File: src/rtl/bdi_line_codec.sv
module bdi_line_codec #(
  parameter int WORDS   = 8,
  parameter int WORD_W  = 32,
  parameter int DELTA_W = 8
) (
  input  logic                      clk,
  input  logic                      rst_n,
  input  logic                      enc_valid,
  input  logic [WORDS*WORD_W-1:0]   enc_line,
  output logic                      enc_done,
  output logic [1:0]                enc_fmt,
  output logic [WORDS*WORD_W-1:0]   enc_payload,
  output logic [5:0]                enc_bytes,
  input  logic                      dec_valid,
  input  logic [1:0]                dec_fmt,
  input  logic [WORDS*WORD_W-1:0]   dec_payload,
  output logic                      dec_done,
  output logic [WORDS*WORD_W-1:0]   dec_line
);
  localparam int LINE_W = WORDS * WORD_W;
  localparam int MASK_LO = WORD_W;
  localparam int DLT_LO = WORD_W + WORDS;
  localparam int BD_W = WORD_W + WORDS + WORDS * DELTA_W;
  localparam int EXT_W = WORD_W - DELTA_W;
  localparam logic [5:0] SZ_ZERO = 6'd1;
  localparam logic [5:0] SZ_REP = 6'(WORD_W / 8);
  localparam logic [5:0] SZ_BD = 6'(BD_W / 8);
  localparam logic [5:0] SZ_RAW = 6'(LINE_W / 8);

  localparam logic [1:0] F_ZERO = 2'd0;
  localparam logic [1:0] F_REP = 2'd1;
  localparam logic [1:0] F_BD = 2'd2;
  localparam logic [1:0] F_RAW = 2'd3;

  logic [WORD_W-1:0] base;
  logic [WORDS-1:0] is_zero, is_same, fit_z, fit_b;
  logic [WORDS*DELTA_W-1:0] deltas;
  logic [LINE_W-1:0] bd_pl, next_pl;
  logic [1:0] next_fmt;
  logic [5:0] next_bytes;

  assign base = enc_line[WORD_W-1:0];

  for (genvar i = 0; i < WORDS; i++) begin : g_enc
    logic [WORD_W-1:0] w, d;
    assign w = enc_line[i*WORD_W +: WORD_W];
    assign d = w - base;
    assign is_zero[i] = (w == '0);
    assign is_same[i] = (w == base);
    assign fit_z[i] = (w == {{EXT_W{w[DELTA_W-1]}}, w[DELTA_W-1:0]});
    assign fit_b[i] = (d == {{EXT_W{d[DELTA_W-1]}}, d[DELTA_W-1:0]});
    assign deltas[i*DELTA_W +: DELTA_W] = fit_z[i] ? w[DELTA_W-1:0] : d[DELTA_W-1:0];
  end

  assign bd_pl = {{(LINE_W-BD_W){1'b0}}, deltas, fit_z, base};

  always_comb begin
    if (&is_zero) begin
      next_fmt = F_ZERO; next_bytes = SZ_ZERO; next_pl = '0;
    end else if (&is_same) begin
      next_fmt = F_REP; next_bytes = SZ_REP; next_pl = {{(LINE_W-WORD_W){1'b0}}, base};
    end else if (&(fit_z | fit_b)) begin
      next_fmt = F_BD; next_bytes = SZ_BD; next_pl = bd_pl;
    end else begin
      next_fmt = F_RAW; next_bytes = SZ_RAW; next_pl = enc_line;
    end
  end

  always_ff @(posedge clk or negedge rst_n) begin
    if (!rst_n) begin
      enc_done <= 1'b0;
      enc_fmt <= '0;
      enc_bytes <= '0;
      enc_payload <= '0;
    end else begin
      enc_done <= enc_valid;
      if (enc_valid) begin
        enc_fmt <= next_fmt;
        enc_bytes <= next_bytes;
        enc_payload <= next_pl;
      end
    end
  end

  logic [WORD_W-1:0] d_base;
  logic [LINE_W-1:0] d_bd, d_rep, d_next;
  assign d_base = dec_payload[WORD_W-1:0];

  for (genvar i = 0; i < WORDS; i++) begin : g_dec
    logic [DELTA_W-1:0] dl;
    logic [WORD_W-1:0] sel;
    assign dl = dec_payload[DLT_LO + i*DELTA_W +: DELTA_W];
    assign sel = dec_payload[MASK_LO + i] ? '0 : d_base;
    assign d_bd[i*WORD_W +: WORD_W] = sel + {{EXT_W{dl[DELTA_W-1]}}, dl};
    assign d_rep[i*WORD_W +: WORD_W] = d_base;
  end

  always_comb begin
    case (dec_fmt)
      F_ZERO:  d_next = '0;
      F_REP:   d_next = d_rep;
      F_BD:    d_next = d_bd;
      default: d_next = dec_payload;
    endcase
  end

  always_ff @(posedge clk or negedge rst_n) begin
    if (!rst_n) begin
      dec_done <= 1'b0;
      dec_line <= '0;
    end else begin
      dec_done <= dec_valid;
      if (dec_valid) dec_line <= d_next;
    end
  end

  AST_ENC_LATENCY: assert property (@(posedge clk) disable iff (!rst_n)
    enc_valid |=> enc_done);
  AST_ENC_HOLD: assert property (@(posedge clk) disable iff (!rst_n)
    !enc_valid |=> !enc_done && $stable(enc_payload) && $stable(enc_fmt));
  AST_ZERO_LINE: assert property (@(posedge clk) disable iff (!rst_n)
    enc_valid && enc_line == '0 |=> enc_fmt == F_ZERO && enc_payload == '0);
  AST_REP_UPPER: assert property (@(posedge clk) disable iff (!rst_n)
    enc_done && enc_fmt == F_REP |-> enc_payload[LINE_W-1:WORD_W] == '0);
  AST_BD_UPPER: assert property (@(posedge clk) disable iff (!rst_n)
    enc_done && enc_fmt == F_BD |-> enc_payload[LINE_W-1:BD_W] == '0);
  AST_RAW_PASS: assert property (@(posedge clk) disable iff (!rst_n)
    enc_valid && !(&(fit_z | fit_b)) |=> enc_fmt == F_RAW && enc_payload == $past(enc_line));
  AST_DEC_LATENCY: assert property (@(posedge clk) disable iff (!rst_n)
    dec_valid |=> dec_done);
  AST_DEC_IDLE: assert property (@(posedge clk) disable iff (!rst_n)
    !dec_valid |=> !dec_done && $stable(dec_line));
endmodule

File: config.mk
export PLATFORM = sky130hd
export DESIGN_NAME = bdi_line_codec
export DESIGN_NICKNAME = d
export VERILOG_FILES = /design/src/rtl/bdi_line_codec.sv
export SDC_FILE = /design/constraint.sdc
export NUM_CORES = 2
export LEC_CHECK = 0
export CORE_MARGIN = 2
export CORE_UTILIZATION = 25
export DETAILED_ROUTE_END_ITERATION = 7
export DONT_BUFFER_PORTS = 1
export PLACE_DENSITY = 0.35
export SKIP_CTS_REPAIR_TIMING = 1
export SYNTH_ARGS = -nofsm -noshare
export SYNTH_HDL_FRONTEND = slang
export SYNTH_SLANG_ARGS = --single-unit
export TNS_END_PERCENT = 20
File: constraint.sdc
create_clock -name clk -period 1.37 [get_ports clk]
set_input_delay 0.137 -clock clk [delete_from_list [all_inputs] [get_ports clk]]
set_output_delay 0.137 -clock clk [all_outputs]
set_load 0.005 [all_outputs]
# [Word-level counts from Yosys, hierarchy flattened]
# Index checks and enable logic that the tools add are counted.
[classes] muxes=26 n_div=0 bitwise_logic=1 n_reduce_logical=12 n_lt_le_gt_ge=0 eq_ne=25 n_addsub=16 multipliers=0 shift=0
[ops] cell="$mux 256" count=3
[ops] cell="$pmux 256 s3" count=1
[ops] cell="$eq 24x24->1" count=16
[ops] cell="$add 32x32->32" count=8
[ops] cell="$logic_not 32->1" count=8
[ops] cell="$mux 32" count=8
[ops] cell="$sub 32x32->32" count=8
[ops] cell="$eq 32x32->1" count=7
[ops] cell="$mux 8" count=8
[ops] cell="$mux 6" count=3
[ops] cell="$reduce_and 8->1" count=2
[ops] cell="$or 8x8->8" count=1
[ops] cell="$reduce_and 7->1" count=1
[ops] cell="$mux 2" count=2
[ops] cell="$eq 2x1->1 const B" count=1
[ops] cell="$eq 2x2->1 const B" count=1
[ops] cell="$logic_not 2->1" count=1
[ops] cell="$mux 1" count=1
[word_totals] ramBits=0 input_bits=518 memories=0 out_inout_bits=522 romBits=0 reg_bits=522 elab_cells=86 latchBits=0

# [Depth between registers and ports, before layout]
[logic_depth] ltp_word=7 ltp_mapped=20 depth_no_buf=17

# [Worst setup path after synthesis]
# No wires, ideal clock.
[synth_timing] kind="input to register" startpoint="input port enc_line[2]" endpoint="register enc_payload[83]" stages=17 setup_time_ns=0.122 path_buffers=1 slack_ns=-2.959 t_required_ns=1.248 arrival_time_ns=4.208 path_cell_list="inv_1 > ha_1 > nor2b_1 > o31a_1 > or3_1 > a311o_1 > a21oi_1 > xnor2_1 > nand3_1 > nor3_1 > o2111ai_1 > a2111oi_0 > a41oi_1 > or4_1 > buf_2 > a2111o_1 > a32o_1"
[synth_via] elab_chain_len=7 elab_cells_between_ends=32 cone_classes="8 x add/sub; 15 x eq/ne; 4 x mux; 1 x bitwise; 4 x reduce/logical"
[synth_rtl] element="from (decl)" line_no="9" text="input logic [WORDS*WORD_W-1:0] enc_line,"
[synth_rtl] element="$sub 32x32->32" line_no="47" text="assign d = w - base;"
[synth_rtl] element="$eq 24x24->1" line_no="51" text="assign fit_b[i] = (d == {{EXT_W{d[DELTA_W-1]}}, d[DELTA_W-1:0]});"
[synth_rtl] element="$or 8x8->8" line_no="62" text="end else if (&(fit_z | fit_b)) begin"
[synth_rtl] element="$reduce_and 8->1" line_no="62"
[synth_rtl] element="$mux 256" line_no="62"
[synth_rtl] element="$mux 256" line_no="60" text="end else if (&is_same) begin"
[synth_rtl] element="$mux 256 *" line_no="58" text="if (&is_zero) begin"
[synth_rtl] element="to (signal assigned)" line_no="80" text="enc_payload <= next_pl;"
[synth_rtl] element="to (decl)" line_no="12" text="output logic [WORDS*WORD_W-1:0] enc_payload,"
# Mark *: on every way between the ends. The rest lies on a longest branch, timed or not.
# A chain may end at the register's enable or synchronous reset.

# [Worst setup path in the final report]
[layout_timing] startpoint="input port enc_line[7]" endpoint="register enc_payload[40]"
# The elaborated chain is that of the path after synthesis.

==> reports/metrics.cfg <==
[power]
clkPwrFrac=0.296
p_switching_uw=25560
p_comb_frac=0.424
swShare=0.3758
pwr-share-seq=0.280
power.leakage_uw=0.03510
peakVddDrop_uv=1020
internal_power_uw=42470
power.density_nw_per_um2=878.3

[drt]
first_pass_iters=6
wl_per_cell_um=29.97
drc=0
vias=61244
drt-vias-per-instance=5.414
ant_nets=0
drtIter0Drc=5679
routed_wl_mm=339.1

[clock_network]
cts.path.max_buffers=3
cts_max_level=3
cts_tree=built
root_buffer=clkbuf_16
clk_latency_ns=0.72
clkTransAtPathRegs_ns=0.06
cts.sinks=520
cts_buffers=72

[yosys]
synth_xor_area_frac=0.07414
avgSynthCellArea_sq_um=8.021
synthMuxAreaShare=0.01567
synth_top_family_by_area=compound AO/OA/AOI/OAI gates
synth_simple_gate_area_frac=0.2141
synth.top_cell.area_share=0.2562
ys_seq_area_frac=0.2562
netlist_top_cells_count=a21oi_1 (662), nor2_1 (607), dfrtp_1 (520)
syn_inst=6331
yosysUniqueCellTypes=101
ys_async_sr_fraction=1.000
synthTopCellsByArea=dfrtp_1 (26%), ha_1 (11%), a21oi_1 (6.5%), nor2_1 (4.5%), xnor2_1 (4.3%)
yosysWarnings=0
synthAdderAreaFrac=0.1205
synth_ff_type=dfrtp_1
yosysMostFrequentCell=a21oi_1
syn_area_sq_um=50780
synth_compound_area_frac=0.2820
synth_edf_count=0
ys_ff_latch=520
yosys.area.top_type=dfrtp_1

[place]
dpl-instance-area_sq_um=68030
place.port_buffers=0
place.gp.congestion=0.9655
place_hpwl_mm=258.4
placedCellCount=10521

[grt]
grt_max_degree=521
track_usage=0.2947
grt_pass1_wl_mm=436.1
antenna_found_initial=98
grt_pass1_vias=55739
globalRouteOverflowTotal=0

[final_layout]
instances_no_fill=11313
nets=9531
stdcell_area_sq_um=77460
layout-drive-gt1-share=0.2688
area_growth_pct=52.52

[sta]
rsz0062_at_grt=yes
slew_viol_final=210
fmax_ghz=0.2416
fin_crit_ns=4.138
setup_violations=498
period_share=3.021
skew_ns=0
fin_ws_ns=-2.768
hold_violations=490
maxSlewHeadroom=-0.3858
worst_slew_pin_slew_ns=2.079
whs_ns=-0.9163

[critical_path]
start_kind=input pin
crit_arrival_ns=4.79
r2r_cells=2
cpPeakStageDelay_ns=0.55
crit_required_ns=2.02
cpMaxStageDelayCell=or4_4
path_cells=clkinvlp_4 > buf_12 > ha_4 > nand2_4 > buf_6 > a211oi_4 > nor2_2 > xor2_2 > buf_4 > or3_4 > nor4_4 > a31oi_2 > a2111oi_4 > a41oi_2 > a221oi_2 > buf_4 > nand3_4 > or4_4 > buf_12 > nor4_4 > buf_6 > a221o_1
r2r_setup_slack_ns=-0.05
worstSetupPathType=in2reg
r2r_end=enc_payload[20]$_DFFE_PN0P_
cp-end-kind=flop
worstPathMaxFanout=8
rr_startpoint=enc_payload[20]$_DFFE_PN0P_

[die]
die_area_sq_um=206800
initial_utilization=0.2513
die_h_um=454.7
placementRows=165
fp.dieW_um=454.7
design.core.area_sq_um=202100
io_pins=1040

[run_status]
status=finished, violations left
violations=negative hold slack, max-slew violations, negative setup slack

[run]
cap_violations=0

[min_path]
hp-class=in2async

[critical path, delay by kind of cell]
family / cells / cell delay [ns]
buffers and inverters: 7 / 1.19
adder cells (fa/ha/maj): 1 / 0.28
XOR/XNOR: 1 / 0.20
AND/OR/NAND/NOR: 7 / 1.72
AO/OA/AOI/OAI: 6 / 1.21
[power groups by stage]
stage	combinational [uW]	clock, uW	sequential, uW
floorplan	13700	0	18300
global placement	25600	0	19300
detailed placement	25600	0	19300
CTS	25700	20600	19000
global route	31100	21000	19200
finish	28900	20100	19100
[per-layer routing]
layer	wire, um	vias up	share of wire	track usage
met2	147300	2621	0.43	0.4563
li1	-	28036	-	-
met4	16670	22	0.049	0.1134
met1	146600	29979	0.43	0.4024
met3	28380	586	0.084	0.05683
met5	142	-	0.00042	0
[flip-flops by register name, summed over array words and instances, names as in the netlist]
register	cells
enc_fmt	2
enc_bytes	4
enc_payload	256
dec_done	1
enc_done	1
dec_line	256
[cell usage in the layout, fill, tap and decap left out, types with 34 or more instances in the layout]
master	synthesis	final
buf_4	5	1812
a21oi_1	662	637
nor2_1	607	601
dlygate4sd3_1	0	576
dfrtp_1	520	520
nand2_1	506	503
ha_1	465	436
nor2b_1	312	311
o21ai_0	335	309
xnor2_1	251	250
a21o_1	211	210
xor2_1	177	174
a22o_1	153	153
inv_1	155	144
nand4_1	135	135
nand3_1	122	118
nor3_1	121	110
nor4_1	95	88
a221oi_1	87	83
clkbuf_16	0	77
o21a_1	73	72
and3_1	69	69
nand2b_1	67	65
buf_12	0	60
o211ai_1	59	59
diode_2	0	52
mux2_2	52	52
a31oi_1	55	48
o21bai_1	47	47
a211oi_1	54	46
a32o_1	37	37
and2_1	35	34
[kinds of logic (layout without fill, tap and decap cells)]
group,after synthesis,in the layout
fa+ha+maj,480,480
compound gates,2132,2132
simple gates,2206,2206
other cells,1,54
xor+xnor,429,429
flops,520,520
buf+inv,490,2747
mux,73,73
[final cells by class]
type                            count  area (sq um)
Clock buffer                       98          2033
Clock inverter                     32         365.4
Antenna cell                       52         130.1
Inverter                          156         626.9
Multi-Input combinational cell   5322         37140
Tap cell                         2672          3343
Fill cell                       20980        124700
Timing Repair Buffer             2461         20810
Sequential cell                   520         13010
[through the flow]
step,setup TNS (ns),power (uW),utilization,setup WS [ns]
after floorplan,-907.06,31940,-,-2.782
after global placement,-1271.33,44900,0.3366,-3.921
after detailed placement,-1287.28,44870,0.3366,-3.959
after CTS,-933.01,65340,0.3484,-3.209
after global routing,-981.35,71260,0.3829,-2.926
final,-905.29,68030,0.3832,-2.768
[worst max-delay path by stage]
stage / startpoint / cells after the start / end / slack [ns]
final: enc_line[7] / 22 / enc_payload[40]$_DFFE_PN0P_ / -2.77
after global routing: enc_line[20] / 22 / enc_payload[43]$_DFFE_PN0P_ / -2.93
after CTS: enc_line[192] / 21 / enc_payload[43]$_DFFE_PN0P_ / -3.21
after detailed placement: enc_line[192] / 21 / enc_payload[43]$_DFFE_PN0P_ / -3.96
after global placement: enc_line[192] / 22 / enc_payload[41]$_DFFE_PN0P_ / -3.92
after floorplan: enc_line[8] / 18 / enc_payload[83]$_DFFE_PN0P_ / -2.78
Note: power is estimated with default switching activity, not from simulation.
